===== src/rtl/cfi_probe_pkg.sv =====
package cfi_probe_pkg;
  localparam logic [7:0] CMD_QUERY   = 8'h98;
  localparam logic [7:0] CMD_ARRAY   = 8'hF0;
  localparam logic [7:0] SIG_BYTE    = 8'h51;
  localparam logic [7:0] MFR_BITFLAG = 8'h1F;
  localparam int OFS_ENTER  = 'h055;
  localparam int OFS_RESET  = 'h555;
  localparam int OFS_SIG    = 'h010;
  localparam int OFS_VPTR   = 'h015;
  localparam int OFS_SIZE   = 'h027;
  localparam int OFS_NREG   = 'h02C;
  localparam int OFS_REG0   = 'h02D;
  localparam int VOFS_FLAG  = 6;
  localparam int VOFS_CODE  = 15;
  localparam int CNT_W      = 17;
  localparam int BSZ_W      = 32;
  localparam int TOT_W      = 48;

  typedef enum logic [1:0] {BOOT_SYM, BOOT_BOTTOM, BOOT_TOP} boot_e;

  typedef enum logic [3:0] {
    ST_IDLE, ST_ENTER, ST_SIG, ST_SIZE, ST_NREG, ST_REGB,
    ST_VPTR, ST_VBOOT, ST_ORDER, ST_SUM, ST_EXIT, ST_DONE
  } st_e;
endpackage


===== src/rtl/cfi_boot_decode.sv =====
module cfi_boot_decode
  import cfi_probe_pkg::*;
(
  input  logic [7:0] mfr_id,
  input  logic [7:0] code,
  output boot_e      boot
);
  always_comb begin
    if (mfr_id == MFR_BITFLAG) begin
      boot = code[0] ? BOOT_BOTTOM : BOOT_TOP;
    end else begin
      unique case (code)
        8'h02:   boot = BOOT_BOTTOM;
        8'h03:   boot = BOOT_TOP;
        default: boot = BOOT_SYM;
      endcase
    end
  end
endmodule


===== src/rtl/cfi_region_file.sv =====
module cfi_region_file
  import cfi_probe_pkg::*;
#(
  parameter int MAX_REGIONS = 4,
  parameter int DEV_COUNT   = 1,
  localparam int IDX_W = (MAX_REGIONS > 1) ? $clog2(MAX_REGIONS) : 1,
  localparam int N_W   = $clog2(MAX_REGIONS + 1)
) (
  input  logic                          clk,
  input  logic                          rst_n,
  input  logic                          clr,
  input  logic                          wr_en,
  input  logic [IDX_W-1:0]              wr_idx,
  input  logic [15:0]                   raw_cnt,
  input  logic [15:0]                   raw_size,
  input  logic                          rev_en,
  input  logic [N_W-1:0]                n_used,
  input  logic [IDX_W-1:0]              rd_idx,
  output logic [CNT_W-1:0]              rd_blocks,
  output logic [BSZ_W-1:0]              rd_bytes,
  output logic [BSZ_W-1:0]              first_bytes,
  output logic [BSZ_W-1:0]              last_bytes,
  output logic [MAX_REGIONS*CNT_W-1:0]  blocks_flat,
  output logic [MAX_REGIONS*BSZ_W-1:0]  bytes_flat
);
  logic [CNT_W-1:0] blk_q [MAX_REGIONS];
  logic [BSZ_W-1:0] bsz_q [MAX_REGIONS];
  logic [CNT_W-1:0] blk_d [MAX_REGIONS];
  logic [BSZ_W-1:0] bsz_d [MAX_REGIONS];
  logic [CNT_W-1:0] dec_blk;
  logic [BSZ_W-1:0] dec_bsz;

  assign dec_blk = {1'b0, raw_cnt} + CNT_W'(1);
  assign dec_bsz = BSZ_W'({raw_size, 8'h00}) * BSZ_W'(DEV_COUNT);

  always_comb begin
    for (int i = 0; i < MAX_REGIONS; i++) begin
      blk_d[i] = blk_q[i];
      bsz_d[i] = bsz_q[i];
      if (clr) begin
        blk_d[i] = '0;
        bsz_d[i] = '0;
      end else if (rev_en && (i < int'(n_used))) begin
        blk_d[i] = blk_q[IDX_W'(int'(n_used) - 1 - i)];
        bsz_d[i] = bsz_q[IDX_W'(int'(n_used) - 1 - i)];
      end else if (wr_en && (int'(wr_idx) == i)) begin
        blk_d[i] = dec_blk;
        bsz_d[i] = dec_bsz;
      end
    end
  end

  always_ff @(posedge clk or negedge rst_n) begin
    if (!rst_n) begin
      for (int i = 0; i < MAX_REGIONS; i++) begin
        blk_q[i] <= '0;
        bsz_q[i] <= '0;
      end
    end else begin
      for (int i = 0; i < MAX_REGIONS; i++) begin
        blk_q[i] <= blk_d[i];
        bsz_q[i] <= bsz_d[i];
      end
    end
  end

  assign rd_blocks   = blk_q[rd_idx];
  assign rd_bytes    = bsz_q[rd_idx];
  assign first_bytes = bsz_q[0];
  assign last_bytes  = bsz_q[IDX_W'(n_used - N_W'(1))];

  for (genvar g = 0; g < MAX_REGIONS; g++) begin : g_flat
    assign blocks_flat[g*CNT_W +: CNT_W] = blk_q[g];
    assign bytes_flat[g*BSZ_W +: BSZ_W]  = bsz_q[g];
  end

  // after an order swap the first slot holds what the last slot held
  assert_reverse_swaps_R9: assert property (@(posedge clk) disable iff (!rst_n)
    (rev_en && !clr && n_used >= N_W'(2)) |=> (bsz_q[0] == $past(last_bytes)));

  // a clear empties the first slot
  assert_clear_empties_R2: assert property (@(posedge clk) disable iff (!rst_n)
    clr |=> (blk_q[0] == '0 && bsz_q[0] == '0));
endmodule


===== src/rtl/cfi_probe.sv =====
module cfi_probe
  import cfi_probe_pkg::*;
#(
  parameter int MAX_REGIONS = 4,
  parameter int DEV_COUNT   = 1,
  parameter int ADDR_W      = 12,
  parameter int DATA_W      = 16,
  localparam int IDX_W = (MAX_REGIONS > 1) ? $clog2(MAX_REGIONS) : 1,
  localparam int N_W   = $clog2(MAX_REGIONS + 1)
) (
  input  logic                          clk,
  input  logic                          rst_n,
  input  logic                          start,
  input  logic [7:0]                    mfr_id,
  output logic [ADDR_W-1:0]             fl_addr,
  output logic [DATA_W-1:0]             fl_wdata,
  output logic                          fl_we,
  output logic                          fl_re,
  input  logic [DATA_W-1:0]             fl_rdata,
  output logic                          done,
  output logic                          proto_err,
  output logic [7:0]                    size_exp,
  output logic [N_W-1:0]                region_count,
  output logic [MAX_REGIONS*CNT_W-1:0]  region_blocks,
  output logic [MAX_REGIONS*BSZ_W-1:0]  region_bytes,
  output logic [TOT_W-1:0]              total_bytes
);
  st_e              st_q;
  logic             ph_q;
  logic [N_W-1:0]   n_q;
  logic [N_W-1:0]   ri_q;
  logic [1:0]       bk_q;
  logic [23:0]      acc_q;
  logic [7:0]       vptr_q, boot_q, size_q;
  logic             err_q, done_q;
  logic [TOT_W-1:0] total_q;

  logic [7:0]       rbyte;
  logic             rd_state, cap, clr, wr_en, rev_en;
  boot_e            boot;
  logic [CNT_W-1:0] rd_blocks;
  logic [BSZ_W-1:0] rd_bytes, first_bytes, last_bytes;

  assign rbyte    = fl_rdata[7:0];
  assign rd_state = (st_q == ST_SIG) || (st_q == ST_SIZE) || (st_q == ST_NREG) ||
                    (st_q == ST_REGB) || (st_q == ST_VPTR) || (st_q == ST_VBOOT);
  assign cap      = rd_state && ph_q;
  assign clr      = ((st_q == ST_IDLE) || (st_q == ST_DONE)) && start;
  assign wr_en    = (st_q == ST_REGB) && ph_q && (bk_q == 2'd3);

  cfi_boot_decode u_boot (.mfr_id(mfr_id), .code(boot_q), .boot(boot));

  assign rev_en = (st_q == ST_ORDER) && (n_q >= N_W'(2)) &&
                  (((boot == BOOT_TOP)    && (first_bytes < last_bytes)) ||
                   ((boot == BOOT_BOTTOM) && (first_bytes > last_bytes)));

  cfi_region_file #(.MAX_REGIONS(MAX_REGIONS), .DEV_COUNT(DEV_COUNT)) u_file (
    .clk(clk), .rst_n(rst_n), .clr(clr),
    .wr_en(wr_en), .wr_idx(IDX_W'(ri_q)),
    .raw_cnt(acc_q[15:0]), .raw_size({rbyte, acc_q[23:16]}),
    .rev_en(rev_en), .n_used(n_q), .rd_idx(IDX_W'(ri_q)),
    .rd_blocks(rd_blocks), .rd_bytes(rd_bytes),
    .first_bytes(first_bytes), .last_bytes(last_bytes),
    .blocks_flat(region_blocks), .bytes_flat(region_bytes));

  // bus drive, decoded from the current state
  always_comb begin
    fl_we    = 1'b0;
    fl_re    = rd_state && !ph_q;
    fl_wdata = '0;
    fl_addr  = '0;
    unique case (st_q)
      ST_ENTER: begin fl_we = 1'b1; fl_addr = ADDR_W'(OFS_ENTER); fl_wdata = DATA_W'(CMD_QUERY); end
      ST_EXIT:  begin fl_we = 1'b1; fl_addr = ADDR_W'(OFS_RESET); fl_wdata = DATA_W'(CMD_ARRAY); end
      ST_SIG:   fl_addr = ADDR_W'(OFS_SIG);
      ST_SIZE:  fl_addr = ADDR_W'(OFS_SIZE);
      ST_NREG:  fl_addr = ADDR_W'(OFS_NREG);
      ST_REGB:  fl_addr = ADDR_W'(OFS_REG0) + ADDR_W'({ri_q, bk_q});
      ST_VPTR:  fl_addr = ADDR_W'(OFS_VPTR);
      ST_VBOOT: fl_addr = ADDR_W'(vptr_q) +
                          ADDR_W'((mfr_id == MFR_BITFLAG) ? VOFS_FLAG : VOFS_CODE);
      default:  ;
    endcase
  end

  always_ff @(posedge clk or negedge rst_n) begin
    if (!rst_n) begin
      st_q <= ST_IDLE; ph_q <= 1'b0; n_q <= '0; ri_q <= '0; bk_q <= '0;
      acc_q <= '0; vptr_q <= '0; boot_q <= '0; size_q <= '0;
      err_q <= 1'b0; done_q <= 1'b0; total_q <= '0;
    end else begin
      if (rd_state) ph_q <= !ph_q;
      unique case (st_q)
        ST_IDLE, ST_DONE: if (start) begin
          st_q <= ST_ENTER; done_q <= 1'b0; err_q <= 1'b0;
          n_q <= '0; size_q <= '0; total_q <= '0; ph_q <= 1'b0;
        end
        ST_ENTER: st_q <= ST_SIG;
        ST_SIG: if (cap) begin
          if (rbyte == SIG_BYTE) st_q <= ST_SIZE;
          else begin err_q <= 1'b1; st_q <= ST_EXIT; end
        end
        ST_SIZE: if (cap) begin size_q <= rbyte; st_q <= ST_NREG; end
        ST_NREG: if (cap) begin
          if (rbyte > 8'(MAX_REGIONS)) begin
            err_q <= 1'b1; st_q <= ST_EXIT;
          end else begin
            n_q <= N_W'(rbyte); ri_q <= '0; bk_q <= '0;
            st_q <= (rbyte == 8'd0) ? ST_VPTR : ST_REGB;
          end
        end
        ST_REGB: if (cap) begin
          acc_q <= {rbyte, acc_q[23:8]};
          bk_q  <= bk_q + 2'd1;
          if (bk_q == 2'd3) begin
            if (ri_q + N_W'(1) == n_q) st_q <= ST_VPTR;
            else ri_q <= ri_q + N_W'(1);
          end
        end
        ST_VPTR:  if (cap) begin vptr_q <= rbyte; st_q <= ST_VBOOT; end
        ST_VBOOT: if (cap) begin boot_q <= rbyte; st_q <= ST_ORDER; end
        ST_ORDER: begin ri_q <= '0; st_q <= ST_SUM; end
        ST_SUM: begin
          if (ri_q == n_q) st_q <= ST_EXIT;
          else begin
            total_q <= total_q + TOT_W'(rd_blocks) * TOT_W'(rd_bytes);
            ri_q    <= ri_q + N_W'(1);
          end
        end
        ST_EXIT: begin st_q <= ST_DONE; done_q <= 1'b1; end
        default: st_q <= ST_IDLE;
      endcase
    end
  end

  assign done         = done_q;
  assign proto_err    = err_q;
  assign size_exp     = size_q;
  assign region_count = err_q ? '0 : n_q;
  assign total_bytes  = total_q;

  // done rises only right after the return-to-array write
  assert_done_after_reset_R11: assert property (@(posedge clk) disable iff (!rst_n)
    $rose(done) |-> $past(fl_we && fl_wdata == DATA_W'(CMD_ARRAY) &&
                          fl_addr == ADDR_W'(OFS_RESET)));
  // bus idle while done
  assert_quiet_when_done_R11: assert property (@(posedge clk) disable iff (!rst_n)
    done |-> (!fl_we && !fl_re));
  // every read strobe is followed by a capture cycle
  assert_read_spacing_R12: assert property (@(posedge clk) disable iff (!rst_n)
    fl_re |=> !fl_re);
  // never more valid regions than slots
  assert_count_bound_R4: assert property (@(posedge clk) disable iff (!rst_n)
    region_count <= N_W'(MAX_REGIONS));
  // a failed probe reports nothing
  assert_err_empty_R2: assert property (@(posedge clk) disable iff (!rst_n)
    (done && proto_err) |-> (region_count == '0 && total_bytes == '0));
endmodule


===== config.mk =====
export PLATFORM = sky130hd
export DESIGN_NAME = cfi_probe
export DESIGN_NICKNAME = d
export VERILOG_FILES = /design/src/rtl/cfi_probe_pkg.sv /design/src/rtl/cfi_boot_decode.sv /design/src/rtl/cfi_region_file.sv /design/src/rtl/cfi_probe.sv
export SDC_FILE = /design/constraint.sdc
export NUM_CORES = 2
export LEC_CHECK = 0
export BUFFER_PORTS_ARGS = -buffer_cell sky130_fd_sc_hd__buf_2
export CAP_MARGIN = 20
export CORE_AREA = 2 2 365 367
export CTS_BUF_LIST = sky130_fd_sc_hd__clkbuf_16
export CTS_CLUSTER_SIZE = 24
export DETAILED_ROUTE_END_ITERATION = 10
export DIE_AREA = 0 0 367 369
export PLACE_DENSITY = 0.52
export SETUP_SLACK_MARGIN = 0.3
export SLEW_MARGIN = 20
export SYNTH_ARGS = -nofsm -noshare
export SYNTH_HDL_FRONTEND = slang
export SYNTH_SLANG_ARGS = --single-unit

===== constraint.sdc =====
create_clock -name clk -period 10.35 [get_ports clk]
set_input_delay 0.5175 -clock clk [delete_from_list [all_inputs] [get_ports clk]]
set_output_delay 0.5175 -clock clk [all_outputs]
set_load 0.02 [all_outputs]

==> flow_summary.toml <==
[pwr]
p_comb_share_pct = 43.9
p_leak_uw = 0.0220
swShare_pct = 46.1
power_density_nw_per_um2 = 122
p_int_uw = 2860
vdd_drop_max_uv = 112
clkPwrFrac_pct = 27.6
total_power_uw = 5300
power_switching_uw = 2450
pwr-share-seq_pct = 28.5

[clock_network]
cts_root_buf = "clkbuf_16"
cts_tree = "built"
postCtsSetupBuffers = 0
post_cts_resized = 0
htree_levels = 2
cts_sinks = 307
worst_skew_pair.late_latency_ns = 0.62
cts_made_buffers = 42
clk_pin_slew_ns = 0.06
ctsLongestPathBuffers = 3

[drt]
wl_mm = 140
drc = 0
avgRoutedWirePerCell_um = 22.3
ant_nets = 0
vias = 32300
dr.pass1.iters = 5
drtIter0Drc = 2366
via_per_inst = 5.16

[yosys]
synth_area_leaders = "fa_1, dfrtp_1, nand2_1, inv_1, mux4_2"
avgSynthCellArea_um2 = 8.98
synthArstFlopShare_pct = 100
synthCells = 4373
synthDominantCellAreaShare_pct = 25.2
synth_xor_area_share_pct = 1.58
yosysSeqAreaShare_pct = 19.6
synth.distinct_cells = 75
synth_common_cells = "nand2_1, inv_1, fa_1, dfrtp_1, clkbuf_1"
synth_edf_count = 0
ys_seq_elements = 307
dominantRegCellSynth = "dfrtp_1"
synth_compound_area_share_pct = 11.8
yosys.area_share.simple_pct = 14.7
synthMuxAreaShare_pct = 12.3
synth_adder_area_share_pct = 30.3
syn_area_um2 = 39300
synth.most_common_cell = "nand2_1"
synth_top_family_by_area = "adder cells"
yosys.area.top_type = "fa_1"
synth-warning-count = 0

[critical_path]
crit_slowest_cell = "o21ai_1"
cp-start-kind = "flip-flop"
critPathMaxFanout = 23
cp.arrival_ns = 9.19
worstPathCellList = "buf_4 -> mux2_2 -> o21ai_1 -> nor2_1 -> fa_1 -> inv_1 -> fa_1 -> fa_1 -> inv_1 -> fa_1 -> fa_1 -> inv_1 -> fa_1 -> inv_1 -> ha_1 -> nand2_1 -> o211ai_1 -> a21oi_1 -> nor3b_1 -> nor2_1 -> a21o_1 -> o31ai_1 -> mux2_2 -> nand3_1"
crit_path_frequent_cell = "fa_1"
end_kind = "flip-flop"
cpPeakStageDelay_ns = 0.84
cp.required_ns = 10.89
worstSetupPathType = "reg2reg"
r2r_slack_ns = 1.70

[sta]
timing_max_transition_violations_final = 0
setup_violations = 0
post-route-min-period_ns = 8.65
slew_headroom_pct = 26.5
tightest_slew_ns = 1.10
max_freq_ghz = 0.116
skew_ns = 0.0233
final_hold_viol_count = 0
rsz0062_at_grt = "no"
postLayoutSetupSlackWorst_ns = 1.70
post-route-period-util_pct = 83.6
finalSetupTns_ns = 0

[floorplan]
die-width_um = 367
rows = 133
dieArea_um2 = 135000
pin_count = 314
coreArea_um2 = 131000
start_util_pct = 29.9
die_h_um = 369

[placed_design]
pre_cts_slack_ns = 1.66
routabilityCongestion = 0.843
detailed_place_hpwl_mm = 102
placed_area_um2 = 42300
io_buffers = 292

[layout]
syn_to_final_growth_pct = 11.1
final_nets = 5155
drive_gt1_share_pct = 15.0
multiInputGateArea_um2 = 28000
final_cell_area_um2 = 43600
final.fill_count = 13900
diodes = 0
utilization_pct = 33.3
register_area_um2 = 7690

[global_route]
first_global_vias = 32500
antenna_found_initial = 1
grt_pass1_wl_mm = 215
grt-ovfl-total = 0
grt_max_degree = 115
track_usage_pct = 20.6

[hold_path]
min_path_type = "in2reg"

[flow_run]
max_cap_viol_count = 0

[outcome]
status = "finished, final reports clean"
flip-flops by register name, summed over array words and instances (netlist names):
name                count
acc_q                  24
ri_q                    3
size_exp                8
done                    1
bk_q                    2
vptr_q                  8
u_file.first_bytes     32
u_file.bytes_flat      96
total_bytes            48
st_q                    4
ph_q                    1
proto_err               1
n_q                     3
u_file.blocks_flat     68
boot_q                  8
cells by family after synthesis:
kind of cell / Yosys count
AOI/OAI and AO/OA: 713
buffers and inverters: 971
xor gates and xnor gates: 71
and+or+nand+nor: 1312
adders and majority gates: 653
other: 1
DFF: 307
muxes: 345
area by class of cell:
cell class	count	share of cell area (%)
multi-input cells	3107	64.1
flip-flops and latches	307	17.6
inverters	662	5.69
well taps	1755	5.03
repair buffers	356	4.53
clock buffers	43	2.47
clock inverters	32	0.562
power by group through the flow:
stage | sequential [uW] | combinational [uW] | clock, uW
4_1_cts | 1510 | 2340 | 1500
3_5_place_dp | 1530 | 2340 | 0
6_report | 1510 | 2330 | 1460
2_1_floorplan | 1530 | 1450 | 0
5_1_grt | 1530 | 2540 | 1540
3_3_place_gp | 1530 | 2320 | 0
worst paths after layout:
kind | depth (start not counted) | endpoint | startpoint
setup / recovery | 24 | total_bytes[45] | ri_q[1]
setup reg to reg | 24 | total_bytes[45] | ri_q[1]
min in group asynchronous | 2 | total_bytes[10] | rst_n
hold / removal | 3 | size_exp[6] | fl_rdata[6]
max in group asynchronous | 4 | u_file.bytes_flat[72] | rst_n
hold reg to reg | 1 | done | done
routing by layer:
| layer | wire length (um) | vias to the layer above | GRT usage (%) |
|---|---|---|---|
| met3 | 10600 | 190 | 4.59 |
| met2 | 62200 | 1050 | 32.1 |
| li1 | - | 14400 | - |
| met1 | 62800 | 16600 | 28.7 |
| met5 | 0 | - | 0 |
| met4 | 4130 | 0 | 5.59 |
layout by cell type (no fill, tap or decap), types with 60 or more instances in the layout:
cell type  instances
nand2_1          711
inv_1            670
fa_1             495
dfrtp_1          304
buf_2            292
nor2_1           203
o21ai_0          199
a21oi_1          161
ha_1             156
and2_1           138
mux2_2           125
nand3_1          121
mux2i_1          118
mux4_2            99
a211oi_1          81
buf_4             60
worst max-delay path, delay by kind of cell, from the launching register on:
family	cells	cell delay (ns)
adder cells (fa/ha/maj)	7	3.47
buffers and inverters	5	0.57
multiplexers	2	0.77
AND/OR/NAND/NOR	5	1.16
flip-flops	1	0.72
AO/OA/AOI/OAI	5	1.89
metrics by stage:
stage | instances | hold WS [ns]
2_1_floorplan | 4385 | 0.222
3_3_place_gp | 6185 | 0.465
3_5_place_dp | 6186 | 0.468
4_1_cts | 6262 | 0.290
5_1_grt | 6262 | 0.330
6_report | 6262 | 0.309
repair_timing:
item                       in CTS  in global routing
setup endpoints to repair       0                  0
hold buffers                    1                  0
hold endpoints to repair       69                  0
Power figures use the tool's default switching activity.
